File: config.mk
export PLATFORM = sky130hd
export DESIGN_NAME = chan_readout_shifter
export DESIGN_NICKNAME = d
export VERILOG_FILES = /design/src/rtl/readout_pkg.sv /design/src/rtl/ro_fall_detect.sv /design/src/rtl/ro_frame_pack.sv /design/src/rtl/chan_readout_shifter.sv
export SDC_FILE = /design/constraint.sdc
export NUM_CORES = 1
export LEC_CHECK = 0
export BUFFER_PORTS_ARGS = -buffer_cell sky130_fd_sc_hd__clkbuf_2
export CAP_MARGIN = 20
export CELL_PAD_IN_SITES_DETAIL_PLACEMENT = 0
export CELL_PAD_IN_SITES_GLOBAL_PLACEMENT = 1
export CORE_MARGIN = 10
export CORE_UTILIZATION = 34
export CTS_BUF_LIST = sky130_fd_sc_hd__clkbuf_4
export CTS_CLUSTER_DIAMETER = 80
export DETAILED_ROUTE_END_ITERATION = 10
export PLACE_DENSITY_LB_ADDON = 0.1
export SETUP_SLACK_MARGIN = 0.4
export SYNTH_ARGS = -nofsm -noshare
export SYNTH_HDL_FRONTEND = slang
export SYNTH_SLANG_ARGS = --single-unit
File: constraint.sdc
create_clock -name clk -period 1.8 [get_ports clk]
set_input_delay 0 -clock clk [delete_from_list [all_inputs] [get_ports clk]]
set_output_delay 0 -clock clk [all_outputs]
set_load 0.01 [all_outputs]
File: src/rtl/readout_pkg.sv
package readout_pkg;
   localparam int unsigned RO_NUM_CH  = 8;
   localparam int unsigned RO_WORD_W  = 20;
   localparam int unsigned RO_TRUNC_W = 4;
   localparam int unsigned RO_SYNC_N  = 2;

   // number of bits in a frame for a given word width selection
   function automatic int unsigned frame_bits(input int unsigned nch,
                                              input int unsigned word_w,
                                              input int unsigned trunc_w,
                                              input logic        wide);
      return wide ? nch * word_w : nch * (word_w - trunc_w);
   endfunction
endpackage

File: src/rtl/ro_fall_detect.sv
module ro_fall_detect #(
   parameter int unsigned SYNC_N = 2
) (
   input  logic clk,
   input  logic rst_n,
   input  logic async_in,
   output logic fall_evt
);
   logic [SYNC_N-1:0] sync_q;
   logic              last_q;

   if (SYNC_N < 2) begin : g_bad_sync
      $error("ro_fall_detect: SYNC_N must be at least 2");
   end

   always_ff @(posedge clk) begin
      if (!rst_n) begin
         sync_q <= '1;
         last_q <= 1'b1;
      end else begin
         sync_q <= {sync_q[SYNC_N-2:0], async_in};
         last_q <= sync_q[SYNC_N-1];
      end
   end

   assign fall_evt = last_q & ~sync_q[SYNC_N-1];
endmodule

File: src/rtl/ro_frame_pack.sv
module ro_frame_pack #(
   parameter int unsigned NUM_CH    = 8,
   parameter int unsigned WORD_W    = 20,
   parameter int unsigned TRUNC_W   = 4,
   parameter bit          NARROW_EN = 1'b1,
   localparam int unsigned FRAME_W  = NUM_CH * WORD_W,
   localparam int unsigned SHORT_W  = WORD_W - TRUNC_W,
   localparam int unsigned PAD_W    = NUM_CH * TRUNC_W
) (
   input  logic [FRAME_W-1:0] words,
   input  logic               wide,
   output logic [FRAME_W-1:0] frame
);
   if (TRUNC_W >= WORD_W) begin : g_bad_trunc
      $error("ro_frame_pack: TRUNC_W must be below WORD_W");
   end

   if (NARROW_EN) begin : g_narrow
      logic [NUM_CH*SHORT_W-1:0] short_words;
      for (genvar c = 0; c < NUM_CH; c++) begin : g_ch
         assign short_words[c*SHORT_W +: SHORT_W] = words[c*WORD_W + TRUNC_W +: SHORT_W];
      end
      assign frame = wide ? words : {short_words, {PAD_W{1'b0}}};
   end else begin : g_wide_only
      logic unused_wide;
      assign unused_wide = wide;
      assign frame       = words;
   end
endmodule

File: src/rtl/chan_readout_shifter.sv
module chan_readout_shifter
   import readout_pkg::*;
#(
   parameter int unsigned NUM_CH    = RO_NUM_CH,
   parameter int unsigned WORD_W    = RO_WORD_W,
   parameter int unsigned TRUNC_W   = RO_TRUNC_W,
   parameter int unsigned SYNC_N    = RO_SYNC_N,
   parameter bit          NARROW_EN = 1'b1,
   localparam int unsigned FRAME_W  = NUM_CH * WORD_W
) (
   input  logic               clk,
   input  logic               rst_n,
   input  logic               dclk,
   input  logic               load,
   input  logic [FRAME_W-1:0] res_bus,
   input  logic               wide_sel,
   output logic               ready_n,
   output logic               sdata
);
   if (NUM_CH < 1 || WORD_W < 2) begin : g_bad_geom
      $error("chan_readout_shifter: NUM_CH and WORD_W out of range");
   end

   logic               fall_evt;
   logic [FRAME_W-1:0] packed_frame;
   logic [FRAME_W-1:0] shreg;
   logic               pend_q;
   logic               rdy_n_q;

   ro_fall_detect #(.SYNC_N(SYNC_N)) u_fall (
      .clk      (clk),
      .rst_n    (rst_n),
      .async_in (dclk),
      .fall_evt (fall_evt)
   );

   ro_frame_pack #(
      .NUM_CH   (NUM_CH),
      .WORD_W   (WORD_W),
      .TRUNC_W  (TRUNC_W),
      .NARROW_EN(NARROW_EN)
   ) u_pack (
      .words (res_bus),
      .wide  (wide_sel),
      .frame (packed_frame)
   );

   // shift register: load has priority; falls are held off during the pending cycle
   always_ff @(posedge clk) begin
      if (!rst_n) begin
         shreg <= '0;
      end else if (load) begin
         shreg <= packed_frame;
      end else if (fall_evt && !pend_q) begin
         shreg <= {shreg[FRAME_W-2:0], 1'b0};
      end
   end

   // ready flag: falls one cycle after the first bit is placed, rises on a fall
   always_ff @(posedge clk) begin
      if (!rst_n) begin
         pend_q  <= 1'b0;
         rdy_n_q <= 1'b1;
      end else begin
         pend_q <= load;
         if (pend_q && !load) begin
            rdy_n_q <= 1'b0;
         end else if (fall_evt && !pend_q && !load) begin
            rdy_n_q <= 1'b1;
         end
      end
   end

   assign sdata   = shreg[FRAME_W-1];
   assign ready_n = rdy_n_q;

   assert_msb_first_R5: assert property (@(posedge clk) disable iff (!rst_n)
      load |=> (sdata == $past(res_bus[FRAME_W-1])));

   assert_flag_fall_R5: assert property (@(posedge clk) disable iff (!rst_n)
      (load ##1 !load) |=> !ready_n);

   assert_flag_rise_R6: assert property (@(posedge clk) disable iff (!rst_n)
      (fall_evt && !pend_q && !load) |=> ready_n);

   assert_rise_cause_R6: assert property (@(posedge clk) disable iff (!rst_n)
      $rose(ready_n) |-> $past(fall_evt));

   assert_shift_step_R7: assert property (@(posedge clk) disable iff (!rst_n)
      (fall_evt && !pend_q && !load) |=> (sdata == $past(shreg[FRAME_W-2])));

   assert_hold_idle_R7: assert property (@(posedge clk) disable iff (!rst_n)
      (!fall_evt && !load) |=> $stable(sdata));
endmodule

# Word level (Yosys, flattened, before mapping)
# Index checks and enable logic that the tools add are counted.
# classes
bitwise_logic	2
mux	5
reduce_logical	7
# op_table
op	n
two-way mux 160 bit	2
two-way mux 144 bit	1
nonzero test 2 bit	2
logical AND 1 bit	3
logical NOT 1 bit	2
two-way mux 1 bit	2
bitwise AND 1 bit	1
NOT 1 bit	1
# totals
ff_bits	165
elab_cells	19
inputBits	165
out_inout_bits	2

# Longest topological paths before layout
# depth
ltp_word	6
depth_mapped	6
depth_no_buf	3

# Hierarchy
# A second synthesis with hierarchy kept.
# unflattened
hier_cells	1079
area_unflattened_um2	8614.5
# by_module_without_submodules
mod	area_per_inst_um2	seq_area_each_um2	cells_each	instances
chan_readout_shifter	6735.2	3243.1	896	1
ro_frame_pack	1794.2	0.0	176	1
ro_fall_detect	85.1	60.1	7	1

# Worst setup path after synthesis
# No wires, ideal clock.
# synth_path
kind	reg2reg
start	register u_fall.sync_q[1]
end	register shreg[145]
stages_incl_launch_ff	7
setup_slack_ps	432
t_arrival_ps	1232
synth_period_minus_slack_ps	1368
path_cell_list	dfxtp_1 -> or3b_1 -> buf_2 -> buf_6 -> buf_2 -> nand2_1 -> a31oi_1
# synth_between
elab_chain_cells	4
# synth_lines
element	line	source
start, declared	ro_fall_detect.sv:9	logic [SYNC_N-1:0] sync_q;
start signal, assigned	ro_fall_detect.sv:21	sync_q <= {sync_q[SYNC_N-2:0], async_in};
NOT 1 bit	ro_fall_detect.sv:26	assign fall_evt = last_q & ~sync_q[SYNC_N-1];
bitwise AND 1 bit	ro_fall_detect.sv:26	
logical AND 1 bit	chan_readout_shifter.sv:54	end else if (fall_evt && !pend_q) begin
nonzero test 2 bit (no source line)	n/a	
end signal, assigned	chan_readout_shifter.sv:53	shreg <= packed_frame;
end signal, assigned	chan_readout_shifter.sv:55	shreg <= {shreg[FRAME_W-2:0], 1'b0};
end, declared	chan_readout_shifter.sv:26	logic [FRAME_W-1:0] shreg;
# Every way passes these cells.
# A chain may end at the register's enable or synchronous reset.

# Worst setup path in the final report
# layout_path
start	register u_fall.sync_q[1]
end	register shreg[59]
# Same word-level chain as after synthesis.

==> impl_results.md <==
- Status: finished, final reports clean
- Crit path max-delay family: simple AND/OR/NAND/NOR gates
- Die X: ~180 µm
- Root Buffer: clkbuf_4
- Worst slew margin relative to its limit: 0.625
- Syn_nets: between 1,000 and 1,500
- RSZ-0062 raised after global routing: true
- Slowest-stage cell, CP: or3b_4
- Switching share of power: 0.307
- Critical Path Max Stage Delay: 0.47 ns
- Slew @ Worst Pin: 0.560 ns
- Final hold vios: 0
- I/O Pins: between 150 and 200
- Synth-to-layout area growth: 47.8%
- Drt pass-1 iters: 5
- CTS Buf Count: 17
- HP Start: wide_sel
- CTS tree: done
- Logic pwr share: 0.238
- Max Cap Violations: 0
- Share of cells above drive strength 1: 0.171
- CP Buf/Inv Count: 2
- GP Congestion: 0.740
- Min cycle time layout: 1.48 ns
- Multi-input logic area: 0.00478 mm²
- R2R depth: 5
- Syn. warnings: 0
- Vias in the first global route: roughly 8,900
- Fmax: 0.677 GHz
- Die span in y: ~180 µm
- Endpoints failing setup: 0
- Unique masters post-synth: 22
- Congestion Overflow GR: 0
- Vias per cell: about 4.9
- Fraction of the cycle the final worst path needs: 0.821
- Crit Path Max Fanout: 11
- Max Clock Skew: 0.0299 ns
- Clock Latency Late Sink: about 0.58 ns
- Routed via count: 8,747
- Full die area: 0.0319 mm²
- Drt first-iter violations: 583
- #FFs+latches synth: 165
- Pwr dens: 631 mW/mm²
- Avg Inst Size Synth: between 7 and 8 µm²
- Initial Util: 0.348
- DR DRC count: 0
- Sequential area share after synthesis: 0.387
- Hpwl dp: 17.4 mm
- Core area: 0.0245 mm²
- Type of the worst min-delay path: in -> reg
- Per-cell routed wire length: 16.3 µm
- Initial antenna violation count: 1
- Crit path kind: reg -> reg
- Clk pin slew, worst setup/hold paths: 0.15 ns
- Worst R2R End: shreg[59]$_SDFFE_PN0P_
- Reg2Reg Setup Slack: 0.32 ns
- RR Startpoint: u_fall.sync_q[1]$_SDFF_PN1_
- Fin worst setup slack: 0.322 ns
- CP required: between 2 and 2.5 ns
- First-pass GRT wire length: between 40 and 50 mm
- Number of H-tree levels: 4
- Nets@finish: around 1,600
- Startpoint Class: flop
- Clk pwr share: 0.259
- Routed wire length: approximately 30 mm
- Leakage: 5.81 nW
- Slew Viols, Final: 0
- Post-synthesis instance total: roughly 1,100
- WP depth: 5
- Largest net degree at the start of global routing: 61
- Longest Clk Path Bufs: 2
- Global Route Usage Sum: 0.180
- Peak supply drop: roughly 290 µV
- Setup TNS: 0 ns
- Hold path depth: 4
- Post-route ant nets: 0
- CTS Sinks: 165
- Reg area: 0.00331 mm²
- Switch Pwr: 2.45 mW
- Mapped cell area: 0.00854 mm²
- Cell Chain, Critical Path: or3b_4 -> buf_12 -> buf_16 -> nand2_1 -> and4_1
- Sequential Power Share: 0.503
- Power Internal: about 5.5 mW
- Worst hold endpoint: shreg[37]$_SDFFE_PN0P_
- Critical Path AT: 1.98 ns
- Number of fillers in the final layout: 2,402
- Port Buffers: 166
- Site Rows: 57
- CP endpoint kind: flop
- Place WS: 0.291 ns
==> layer usage <==
layer  up-vias  GRT usage  part of all wire  wire, µm
met4         0     0.0427             0.011       318
met3        21     0.0353             0.046      1360
met1      4090      0.252              0.50     14700
met5         -          0                 0         0
li1       4447          -                 -         -
met2       189      0.276              0.44     13000
==> how the worst max path moves through the flow <==
stage | start | to
global placement | u_fall.last_q$_SDFF_PN1_ | shreg[15]$_SDFFE_PN0P_
detailed placement | u_fall.sync_q[1]$_SDFF_PN1_ | shreg[14]$_SDFFE_PN0P_
global route | u_fall.sync_q[1]$_SDFF_PN1_ | shreg[30]$_SDFFE_PN0P_
floorplan | u_fall.sync_q[1]$_SDFF_PN1_ | shreg[145]$_SDFFE_PN0P_
finish | u_fall.sync_q[1]$_SDFF_PN1_ | shreg[59]$_SDFFE_PN0P_
CTS | u_fall.sync_q[1]$_SDFF_PN1_ | shreg[37]$_SDFFE_PN0P_
==> flip-flops by register name, summed over array words and instances, names as in the netlist <==
name           cells
u_fall.last_q      1
u_fall.sync_q      2
shreg            160
pend_q             1
ready_n            1
==> cells in the mapped netlist <==
cell type | count | area share
a211oi_1 | 1 | 0.00088
a211oi_2 | 1 | 0.0015
a31oi_1 | 15 | 0.011
and2_1 | 1 | 0.00073
and3_1 | 1 | 0.00073
and4_1 | 111 | 0.11
buf_2 | 43 | 0.025
buf_6 | 10 | 0.013
clkbuf_1 | 42 | 0.018
dfxtp_1 | 165 | 0.39
inv_1 | 2 | 0.00088
mux2_2 | 1 | 0.0013
mux2i_1 | 142 | 0.17
nand2_1 | 396 | 0.17
nand2b_1 | 3 | 0.0022
nand3_1 | 1 | 0.00059
nor2_1 | 112 | 0.049
nor3_1 | 2 | 0.0012
nor3b_1 | 1 | 0.00088
o211ai_1 | 1 | 0.00088
o21ai_0 | 50 | 0.029
or3b_1 | 1 | 0.0010
==> area by class of cell <==
class                      instances  share of cell area
clock buffer                      17              0.0101
inverter                           2            0.000595
clock inverter                    14             0.00951
timing repair buffer             439               0.307
tap                              324              0.0321
multi-input combinational        840               0.379
antenna                            1            0.000198
sequential                       165               0.262
==> kinds of logic after synthesis <==
family / after synthesis / synth area share
AND/OR/NAND/NOR: 629 / 0.344
flip-flops: 165 / 0.387
multiplexers: 143 / 0.168
buffers and inverters: 97 / 0.0577
AO/OA/AOI/OAI: 68 / 0.0435
==> worst reg2reg max path: stages, from the launching register on <==
cell and delay (ns):
dfxtp_2 0.37, or3b_4 0.47, buf_12 0.18, buf_16 0.16, nand2_1 0.06, and4_1 0.18
==> power groups by stage <==
| stage | Clock, mW | Combinational [mW] | Sequential [mW] |
|---|---|---|---|
| after floorplan | 0 | 0.881 | 4.07 |
| after global placement | 0 | 1.35 | 4.08 |
| after detailed placement | 0 | 1.35 | 4.09 |
| after CTS | 2.14 | 1.86 | 4.01 |
| after global routing | 2.28 | 2.10 | 4.04 |
| final | 2.07 | 1.89 | 4.01 |
==> per-stage QoR <==
stage           util  cells  power (mW)  area [µm²]  hold WS [ns]
5_1_grt        0.515   1802        8.42       12600        0.0292
3_5_place_dp   0.392   1521        5.43        9610         0.204
3_3_place_gp   0.392   1521        5.43        9610         0.201
2_1_floorplan      -   1102        4.95        8540         0.101
4_1_cts        0.508   1794        8.01       12500       0.00145
6_report       0.515   1802        7.97       12600        0.0468
==> placed cells by master (no fill, tap or decap), types with 5 or more instances in the layout <==
cell           Yosys  layout
nor2_1           112     112
dlygate4sd3_1      0     232
nand2_1          396     388
buf_12             0      10
buf_4              0      14
a31oi_1           15      15
inv_6              0       5
and4_1           111     111
mux2i_1          142     142
buf_6             10       7
buf_16             0       9
dfxtp_1          165     163
nand2_2            0       8
clkbuf_2           0     163
clkbuf_4           0      17
o21ai_0           50      50
==> timing repair <==
| action | CTS | global route |
|---|---|---|
| endpoints found under the hold margin | 163 | 0 |
| hold buffers | 232 | 0 |
| gates resized for setup | 22 | 6 |
| setup buffers | 3 | 1 |
| gates cloned | 7 | 6 |
| setup endpoints to repair | 147 | 155 |
| pin swaps | 1 | 0 |
Note: power is estimated with default switching activity, not from simulation.
